<file path="config.mk">
export PLATFORM = sky130hd
export DESIGN_NAME = dspi_reg_engine
export DESIGN_NICKNAME = d
export VERILOG_FILES = /design/src/rtl/dspi_pkg.sv /design/src/rtl/dspi_clk_div.sv /design/src/rtl/dspi_frame_builder.sv /design/src/rtl/dspi_shifter.sv /design/src/rtl/dspi_reg_engine.sv
export SDC_FILE = /design/constraint.sdc
export NUM_CORES = 1
export LEC_CHECK = 0
export ABC_CLOCK_PERIOD_IN_PS = 2750
export BUFFER_PORTS_ARGS = -buffer_cell sky130_fd_sc_hd__buf_4
export CORE_MARGIN = 10
export CORE_UTILIZATION = 55
export CTS_CLUSTER_SIZE = 12
export DETAILED_ROUTE_END_ITERATION = 7
export PLACE_DENSITY = 0.77
export SLEW_MARGIN = 40
export SYNTH_ARGS = -nofsm -noshare
export SYNTH_HDL_FRONTEND = slang
export SYNTH_HIERARCHICAL = 1
export SYNTH_SLANG_ARGS = --single-unit
</file>
<file path="constraint.sdc">
create_clock -name clk_i -period 2.75 [get_ports clk_i]
set_clock_uncertainty 0.05 [all_clocks]
set_input_delay 0.275 -clock clk_i [delete_from_list [all_inputs] [get_ports clk_i]]
set_output_delay 0.275 -clock clk_i [all_outputs]
set_load 0.05 [all_outputs]
</file>
<file path="src/rtl/dspi_pkg.sv">
package dspi_pkg;
    localparam int unsigned BYTE_W      = 8;
    localparam int unsigned FRAME_BYTES = 4;
    localparam int unsigned FRAME_BITS  = BYTE_W * FRAME_BYTES;
    localparam int unsigned BITCNT_W    = $clog2(FRAME_BITS + 1);

    typedef enum logic [1:0] {
        CMD_SET_INDEX   = 2'd0,
        CMD_WRITE_REG   = 2'd1,
        CMD_READ_REG    = 2'd2,
        CMD_READ_STATUS = 2'd3
    } dspi_cmd_e;

    typedef enum logic [2:0] {
        ST_IDLE,
        ST_LOW,
        ST_HIGH,
        ST_TRAIL,
        ST_GAP,
        ST_FINISH
    } dspi_state_e;

    // Header: fixed 01110 prefix, then device id, register select, direction.
    function automatic logic [BYTE_W-1:0] head_byte(input logic dev_id,
                                                    input logic rs,
                                                    input logic rw);
        return {5'b01110, dev_id, rs, rw};
    endfunction
endpackage

</file>
<file path="src/rtl/dspi_clk_div.sv">
module dspi_clk_div #(
    parameter int unsigned HALF_DIV = 32
) (
    input  logic clk_i,
    input  logic rst_ni,
    input  logic en_i,
    output logic tick_o
);
    localparam int unsigned CW = (HALF_DIV > 1) ? $clog2(HALF_DIV) : 1;
    localparam logic [CW-1:0] LAST = CW'(HALF_DIV - 1);

    logic [CW-1:0] cnt_q;

    assign tick_o = en_i && (cnt_q == LAST);

    always_ff @(posedge clk_i or negedge rst_ni) begin
        if (!rst_ni)
            cnt_q <= '0;
        else if (!en_i || tick_o)
            cnt_q <= '0;
        else
            cnt_q <= cnt_q + 1'b1;
    end
endmodule

</file>
<file path="src/rtl/dspi_frame_builder.sv">
module dspi_frame_builder
    import dspi_pkg::*;
(
    input  dspi_cmd_e               cmd_i,
    input  logic                    second_i,
    input  logic [BYTE_W-1:0]       index_i,
    input  logic [2*BYTE_W-1:0]     wdata_i,
    input  logic                    dev_id_i,
    input  logic                    invert_i,
    output logic [FRAME_BITS-1:0]   frame_o,
    output logic [BITCNT_W-1:0]     nbits_o,
    output logic                    two_frame_o
);
    logic [BYTE_W-1:0] raw [FRAME_BYTES];

    always_comb begin
        for (int b = 0; b < FRAME_BYTES; b++) raw[b] = '0;
        nbits_o = BITCNT_W'(3 * BYTE_W);
        if (!second_i) begin
            if (cmd_i == CMD_READ_STATUS) begin
                raw[0]  = head_byte(dev_id_i, 1'b0, 1'b1);
                nbits_o = BITCNT_W'(FRAME_BITS);
            end else begin
                raw[0] = head_byte(dev_id_i, 1'b0, 1'b0);
                raw[2] = index_i;
            end
        end else if (cmd_i == CMD_WRITE_REG) begin
            raw[0] = head_byte(dev_id_i, 1'b1, 1'b0);
            raw[1] = wdata_i[2*BYTE_W-1:BYTE_W];
            raw[2] = wdata_i[BYTE_W-1:0];
        end else begin
            raw[0] = head_byte(dev_id_i, 1'b1, 1'b1);
        end
    end

    assign two_frame_o = (cmd_i == CMD_WRITE_REG) || (cmd_i == CMD_READ_REG);

    for (genvar b = 0; b < FRAME_BYTES; b++) begin : g_byte
        assign frame_o[(FRAME_BYTES-1-b)*BYTE_W +: BYTE_W] = raw[b] ^ {BYTE_W{invert_i}};
    end
endmodule

</file>
<file path="src/rtl/dspi_shifter.sv">
module dspi_shifter #(
    parameter int unsigned W = 32
) (
    input  logic         clk_i,
    input  logic         rst_ni,
    input  logic         load_i,
    input  logic [W-1:0] frame_i,
    input  logic         shift_i,
    input  logic         sample_i,
    input  logic         din_i,
    output logic         dout_o,
    output logic [W-1:0] rx_o
);
    logic [W-1:0] tx_q, rx_q;

    always_ff @(posedge clk_i or negedge rst_ni) begin
        if (!rst_ni) begin
            tx_q <= '0;
            rx_q <= '0;
        end else if (load_i) begin
            tx_q <= frame_i;
            rx_q <= '0;
        end else begin
            if (shift_i)  tx_q <= {tx_q[W-2:0], 1'b0};
            if (sample_i) rx_q <= {rx_q[W-2:0], din_i};
        end
    end

    assign dout_o = tx_q[W-1];
    assign rx_o   = rx_q;
endmodule

</file>
<file path="src/rtl/dspi_reg_engine.sv">
module dspi_reg_engine
    import dspi_pkg::*;
#(
    parameter int unsigned HALF_DIV = 32
) (
    input  logic        clk_i,
    input  logic        rst_ni,
    input  logic        cfg_dev_id_i,
    input  logic        cfg_invert_i,
    input  logic        req_valid_i,
    input  logic [1:0]  req_cmd_i,
    input  logic [7:0]  req_index_i,
    input  logic [15:0] req_wdata_i,
    output logic        busy_o,
    output logic        done_o,
    output logic [15:0] rdata_o,
    output logic        spi_clk_o,
    output logic        spi_csn_o,
    output logic        spi_dout_o,
    input  logic        spi_din_i
);
    dspi_state_e           state_q, state_d;
    dspi_cmd_e             cmd_q, cmd_sel;
    logic [BYTE_W-1:0]     idx_q, idx_sel;
    logic [2*BYTE_W-1:0]   wdata_q, wdata_sel;
    logic                  frame_sel_q, gap_half_q;
    logic [BITCNT_W-1:0]   bits_left_q, nbits;
    logic [FRAME_BITS-1:0] frame_word, rx_word;
    logic [15:0]           rdata_q;
    logic                  tick, div_en, two_frame;
    logic                  load_frame, sample_bit, shift_bit;

    assign div_en = (state_q != ST_IDLE) && (state_q != ST_FINISH);

    dspi_clk_div #(.HALF_DIV(HALF_DIV)) u_div (
        .clk_i(clk_i), .rst_ni(rst_ni), .en_i(div_en), .tick_o(tick)
    );

    assign cmd_sel   = (state_q == ST_IDLE) ? dspi_cmd_e'(req_cmd_i) : cmd_q;
    assign idx_sel   = (state_q == ST_IDLE) ? req_index_i : idx_q;
    assign wdata_sel = (state_q == ST_IDLE) ? req_wdata_i : wdata_q;

    dspi_frame_builder u_build (
        .cmd_i(cmd_sel), .second_i(state_q == ST_GAP), .index_i(idx_sel),
        .wdata_i(wdata_sel), .dev_id_i(cfg_dev_id_i), .invert_i(cfg_invert_i),
        .frame_o(frame_word), .nbits_o(nbits), .two_frame_o(two_frame)
    );

    dspi_shifter #(.W(FRAME_BITS)) u_shift (
        .clk_i(clk_i), .rst_ni(rst_ni), .load_i(load_frame), .frame_i(frame_word),
        .shift_i(shift_bit), .sample_i(sample_bit), .din_i(spi_din_i),
        .dout_o(spi_dout_o), .rx_o(rx_word)
    );

    // Next state and shifter control.
    always_comb begin
        state_d    = state_q;
        load_frame = 1'b0;
        sample_bit = 1'b0;
        shift_bit  = 1'b0;
        unique case (state_q)
            ST_IDLE: if (req_valid_i) begin
                load_frame = 1'b1;
                state_d    = ST_LOW;
            end
            ST_LOW: if (tick) begin
                sample_bit = 1'b1;
                state_d    = ST_HIGH;
            end
            ST_HIGH: if (tick) begin
                shift_bit = 1'b1;
                state_d   = (bits_left_q == BITCNT_W'(1)) ? ST_TRAIL : ST_LOW;
            end
            ST_TRAIL: if (tick) state_d = ST_GAP;
            ST_GAP: if (tick && gap_half_q) begin
                if (two_frame && !frame_sel_q) begin
                    load_frame = 1'b1;
                    state_d    = ST_LOW;
                end else begin
                    state_d = ST_FINISH;
                end
            end
            ST_FINISH: state_d = ST_IDLE;
            default:   state_d = ST_IDLE;
        endcase
    end

    // State register.
    always_ff @(posedge clk_i or negedge rst_ni) begin
        if (!rst_ni) state_q <= ST_IDLE;
        else         state_q <= state_d;
    end

    // Transaction context.
    always_ff @(posedge clk_i or negedge rst_ni) begin
        if (!rst_ni) begin
            cmd_q       <= CMD_SET_INDEX;
            idx_q       <= '0;
            wdata_q     <= '0;
            frame_sel_q <= 1'b0;
            gap_half_q  <= 1'b0;
            bits_left_q <= '0;
            rdata_q     <= '0;
        end else begin
            if (load_frame && state_q == ST_IDLE) begin
                cmd_q       <= cmd_sel;
                idx_q       <= req_index_i;
                wdata_q     <= req_wdata_i;
                frame_sel_q <= 1'b0;
            end else if (load_frame) begin
                frame_sel_q <= 1'b1;
            end
            if (load_frame)     bits_left_q <= nbits;
            else if (shift_bit) bits_left_q <= bits_left_q - 1'b1;
            if (state_q != ST_GAP) gap_half_q <= 1'b0;
            else if (tick)         gap_half_q <= 1'b1;
            if (state_q == ST_FINISH &&
                (cmd_q == CMD_READ_REG || cmd_q == CMD_READ_STATUS))
                rdata_q <= rx_word[15:0];
        end
    end

    // Outputs decoded from the state.
    always_comb begin
        busy_o    = (state_q != ST_IDLE);
        done_o    = (state_q == ST_FINISH);
        spi_clk_o = (state_q == ST_HIGH);
        spi_csn_o = (state_q == ST_IDLE) || (state_q == ST_GAP) || (state_q == ST_FINISH);
        rdata_o   = rdata_q;
    end


    dout_stable_chk: assert property (@(posedge clk_i) disable iff (!rst_ni)
        (!spi_csn_o && $past(!spi_csn_o) && !$fell(spi_clk_o)) |-> $stable(spi_dout_o));

    clk_low_after_csn_chk: assert property (@(posedge clk_i) disable iff (!rst_ni)
        spi_csn_o |=> !spi_clk_o);

    busy_after_req_chk: assert property (@(posedge clk_i) disable iff (!rst_ni)
        (req_valid_i && !busy_o) |=> busy_o);

    done_ends_busy_chk: assert property (@(posedge clk_i) disable iff (!rst_ni)
        done_o |-> (busy_o ##1 (!busy_o && !done_o)));

    rdata_hold_chk: assert property (@(posedge clk_i) disable iff (!rst_ni)
        !done_o |=> $stable(rdata_o));
endmodule

</file>
Word-level counts from Yosys, hierarchy flattened
Cells that the tools add are included.
Widths: inputs -> output; s select.
Operators by class
  bitwise gates (word level): 3
  equality and inequality tests: 19
  muxes and demuxes: 38
  reductions and logical operators: 20
  $add $sub $neg: 2
Operator list (number)
  $mux 16: 4
  $mux 32: 2
  $mux 8: 4
  $mux 6: 4
  $mux 3: 6
  $xor 8x8->8: 2
  $pmux 3 s5: 1
  $mux 1: 12
  $eq 2x2->1 const B: 4
  $ne 2x2->1 const B: 4
  $reduce_bool 2->1: 4
  $xor 7x8->8: 1
  $eq 3x2->1 const B: 2
  $eq 3x3->1 const B: 2
  $eq 6x1->1 const B: 1
  $logic_and 1x1->1: 6
  $mux 2: 3
  $ne 3x3->1 const B: 2
  $sub 6x1->6 const B: 1
  $add 5x1->5 const B: 1
  $eq 5x5->1 const B: 1
  $logic_or 1x1->1: 5
  $mux 5: 1
  $reduce_and 5->1: 1
  7 further kinds: 8
Word-level totals
  word-level logic and storage cells: 93
  output and inout bits: 21
  bits in registers: 106

Longest topological paths before layout
  depth in word-level cells: 10
  gate-level depth with buffers: 14

Cells and area by module
Netlist, hierarchy kept.
By module, submodules not included
  dspi_shifter: area an instance 2825.2 sq um, cells an instance 242, times used 1
  dspi_reg_engine: area an instance 2648.8 sq um, cells an instance 194, times used 1
  dspi_frame_builder: area an instance 559.3 sq um, cells an instance 76, times used 1
  dspi_clk_div: area an instance 234.0 sq um, cells an instance 21, times used 1

Worst setup path after synthesis
No wires, ideal clock.
  path type: register to register
  from: register state_q[2]
  to: register u_shift.tx_q[10]
  arrival time: 2.548 ns
  cell stages (with the launch flop): 14
  slack: 0.018 ns
  library setup time: 0.134 ns
  buffers on the path: 4
  path through: dfrtp_1 -> buf_4 -> nor3_4 -> mux2_2 -> ha_1 -> inv_1 -> and4b_1 -> a21oi_4 -> inv_2 -> buf_6 -> buf_4 -> buf_4 -> nand2_1 -> o21ai_1
On the way
  longest elaborated chain between the ends: 9
  elaborated cells between the ends (all ways): 27
  classes of those cells: eq/ne (6); mux (12); bitwise (1); reduce/logical (8)
Ends and longest elaborated chain
  from (decl): line dspi_reg_engine.sv:22  | dspi_state_e state_q, state_d;
  from (signal assigned): line dspi_reg_engine.sv:91  | else state_q <= state_d;
  $logic_not 3->1 (*): line dspi_reg_engine.sv:39  | assign cmd_sel = (state_q == ST_IDLE) ? dspi_cmd_e'(req_cmd_i) : cmd_q;
  $mux 2 (*): line dspi_reg_engine.sv:39
  named net cmd_sel[0]: line dspi_reg_engine.sv:23  | dspi_cmd_e cmd_q, cmd_sel;
  $eq 2x1->1 or $eq 2x2->1 (tied branches): line dspi_frame_builder.sv:36  | assign two_frame_o = (cmd_i == CMD_WRITE_REG) || (cmd_i == CMD_READ_REG);
  $logic_or 1x1->1 (*): line dspi_frame_builder.sv:36
  named net two_frame: line dspi_reg_engine.sv:30  | logic tick, div_en, two_frame;
  $logic_and 1x1->1 (*): line dspi_reg_engine.sv:76  | if (two_frame && !frame_sel_q) begin
  $mux 1 (*): line dspi_reg_engine.sv:76
  $mux 1 (*): line dspi_reg_engine.sv:75  | ST_GAP: if (tick && gap_half_q) begin
  $pmux 1 s2 (*): line dspi_reg_engine.sv:61  | unique case (state_q)
  named net load_frame: line dspi_reg_engine.sv:31  | logic load_frame, sample_bit, shift_bit;
  $mux 32 or $reduce_bool 2->1 (tied branches)
  to (signal assigned): line dspi_shifter.sv:21  | tx_q <= frame_i;
  to (signal assigned): line dspi_shifter.sv:24  | if (shift_i) tx_q <= {tx_q[W-2:0], 1'b0};
  to (decl): line dspi_shifter.sv:14  | logic [W-1:0] tx_q, rx_q;
The timed path passes the listed nets; every way through them passes the cells marked *.
A chain may end at the register's enable or synchronous reset.

Worst setup path after layout
  from: register state_q[2]
  to: register u_shift.tx_q[13]
On the way
  longest elaborated chain between the ends: 9
  elaborated cells between the ends (all ways): 27
  classes of those cells: eq/ne (6); mux (12); bitwise (1); reduce/logical (8)
Ends and longest elaborated chain (line)
  $logic_not 3->1 (*): dspi_reg_engine.sv:39
  $mux 2 (*): dspi_reg_engine.sv:39
  named net cmd_sel[0]: dspi_reg_engine.sv:23
  $eq 2x1->1 or $eq 2x2->1 (tied branches): dspi_frame_builder.sv:36
  $logic_or 1x1->1 (*): dspi_frame_builder.sv:36
  named net two_frame: dspi_reg_engine.sv:30
  $logic_and 1x1->1 (*): dspi_reg_engine.sv:76
  $mux 1 (*): dspi_reg_engine.sv:76
  $mux 1 (*): dspi_reg_engine.sv:75
  $pmux 1 s2 (*): dspi_reg_engine.sv:61
  $mux 32 or $reduce_bool 2->1 (tied branches)
Marked as above.

==> metrics <==
outcome finished clean; num ports 53; WHS 0.07714 ns; R2R Setup Slk approximately 0.21 ns; All-Layer GR Usage between 10% and 20%; Worst setup EP type register; Rel. slew slack 56.35%; leak pwr 2.680 nW; CP max FO 20; clock sinks about 110; Fmax 393.3 MHz; Vias/cell 5.355; Via Count 3481; worst hold path class in2reg; Worst Max-Slew Pin Slew 0.6520 ns; CTS tree built; DRC Markers 0; Peak VDD IR 0.0005685 V; Area Overhead vs Synth 8.695%; final non-filler cell total 650; Slew Viols, Final 0; min cycle time layout 2.543 ns; Die Wd 121.1 um; WS Path Type reg2reg; post-layout instance area between 0.006 and 0.007 mm^2; Avg Synthesized Cell Area 11.65 um^2; largest net degree at the start of global routing 58; Worst R2R Path Depth 10; Pre-antenna DRT Iters 4; Fillers between 700 and 800; CP Data Required Time 3.00 ns; Placement Cell Area 0.005902 mm^2; CP endpoint u_shift/tx_q[13]; RR Startpoint state_q[2]; RSZ-0062 raised after global routing no; WL final 10420 um; Die ar. between 0.01 and 0.015 mm^2; row count 36; Setup crit start state_q[2]; core area 0.009864 mm^2; commonest non-fill, non-tap cell in the layout dfrtp_1; setup TNS 0 ns; Port Buffer Count 52; TritonCTS Buffers 9; n_diodes 0; layout net count 550; Clk Latency, worst-skew pair 0.38 ns; H-tree depth 3; root buffer cell clkbuf_8; WL/cell 16.03 um; number of setup buffers added after CTS 0; global-route wire length before repair 18040 um; synthesized instance count roughly 480; vias in the first global route 3659; HPWL after DPL 7289 um; YS warnings 6; PD cells 851.0 mW/mm^2; max-cap check violation count 0; Final Setup Violations 0; initial antenna violation count 0; Routed Antenna Nets 0; hold depth 2; routability cong. 0.8064; placed insts 633; Initial Util between 50% and 60%; Die Height 121.1 um; clock transition at the registers of the reported paths about 0.11 ns; Tcrit/Tclk final 92.46%; Starting DRT DRC Count 194; Final Hold Violating Endpoints 0; R2R Path End u_shift/tx_q[13]; layout cells sized above 1 about a quarter; crit path DAT 2.79 ns; most frequent cells in the layout 106 x dfrtp_1, 62 x buf_4, 49 x mux2i_1; total grt overflow 0; Syn Std Cell Area between 0.005 and 0.006 mm^2; clk buf depth 2; CP startpoint kind register; Core Util, Final a little over 60%
-- stage by stage --
stage          setup WS (ns)  power [W]
6_report              0.2072   0.005204
5_1_grt              0.01689   0.005564
2_1_floorplan        0.02093   0.003809
3_3_place_gp          0.2229   0.004130
4_1_cts              0.08756   0.005242
3_5_place_dp          0.1177   0.004245
-- flip-flops by register name, summed over array words and instances, names as in the netlist --
signal / count
bits_left_q: 6
cmd_q: 2
frame_sel_q: 1
gap_half_q: 1
idx_q: 8
rdata_o: 16
state_q: 3
u_div/cnt_q: 5
u_shift/rx_o: 16
u_shift/tx_q: 32
wdata_q: 16
-- routing by layer --
layer  GRT usage [%]  share of wire [%]  up-vias
met5               0                  0        -
met4           3.577               0.92        0
met3           4.048                3.8       12
li1                -                  -     1683
met2           25.24                 51       50
met1           18.43                 44     1736
-- how the worst min path moves through the flow --
stage / from / end / slack [ns]
6_report: req_wdata_i[14] / wdata_q[14] / 0.08
5_1_grt: req_wdata_i[7] / wdata_q[7] / 0.06
4_1_cts: req_wdata_i[8] / wdata_q[8] / 0.06
3_5_place_dp: rst_ni / rdata_o[11] / 0.30
3_3_place_gp: rst_ni / rdata_o[11] / 0.29
2_1_floorplan: rst_ni / bits_left_q[0] / -0.07
-- area by class of cell --
class	instances	area (um^2)	area share (%)
clock buffer	10	127.6	2.087
timing repair buffer	66	535.5	8.756
tap	133	166.4	2.721
clock inverter	6	73.82	1.207
inverter	14	57.56	0.9411
sequential	106	2653	43.37
multi-input combinational	315	2502	40.92
-- what timing repair did --
action / in CTS / in global routing
setup endpoints to repair: 0 / 32
resized for setup: 0 / 2
hold endpoints to repair: 49 / 0
hold buffers: 1 / 0
-- critical path: stages (launching register included) --
cell	delay [ns]
dfrtp_1	0.42
nor3_4	0.25
mux2_2	0.40
ha_1	0.30
inv_1	0.05
and4b_1	0.29
a21oi_4	0.10
inv_4	0.21
buf_4	0.24
nand2_1	0.08
o21ai_1	0.08
-- power breakdown --
group	total [W]	internal [W]	switching, W	leakage, nW
registers	0.00246	0.00212	0.000336	1.34
clock network	0.000990	0.000433	0.000557	0.0950
logic	0.00176	0.000878	0.000878	1.24
(Power assumes the default switching activity.)
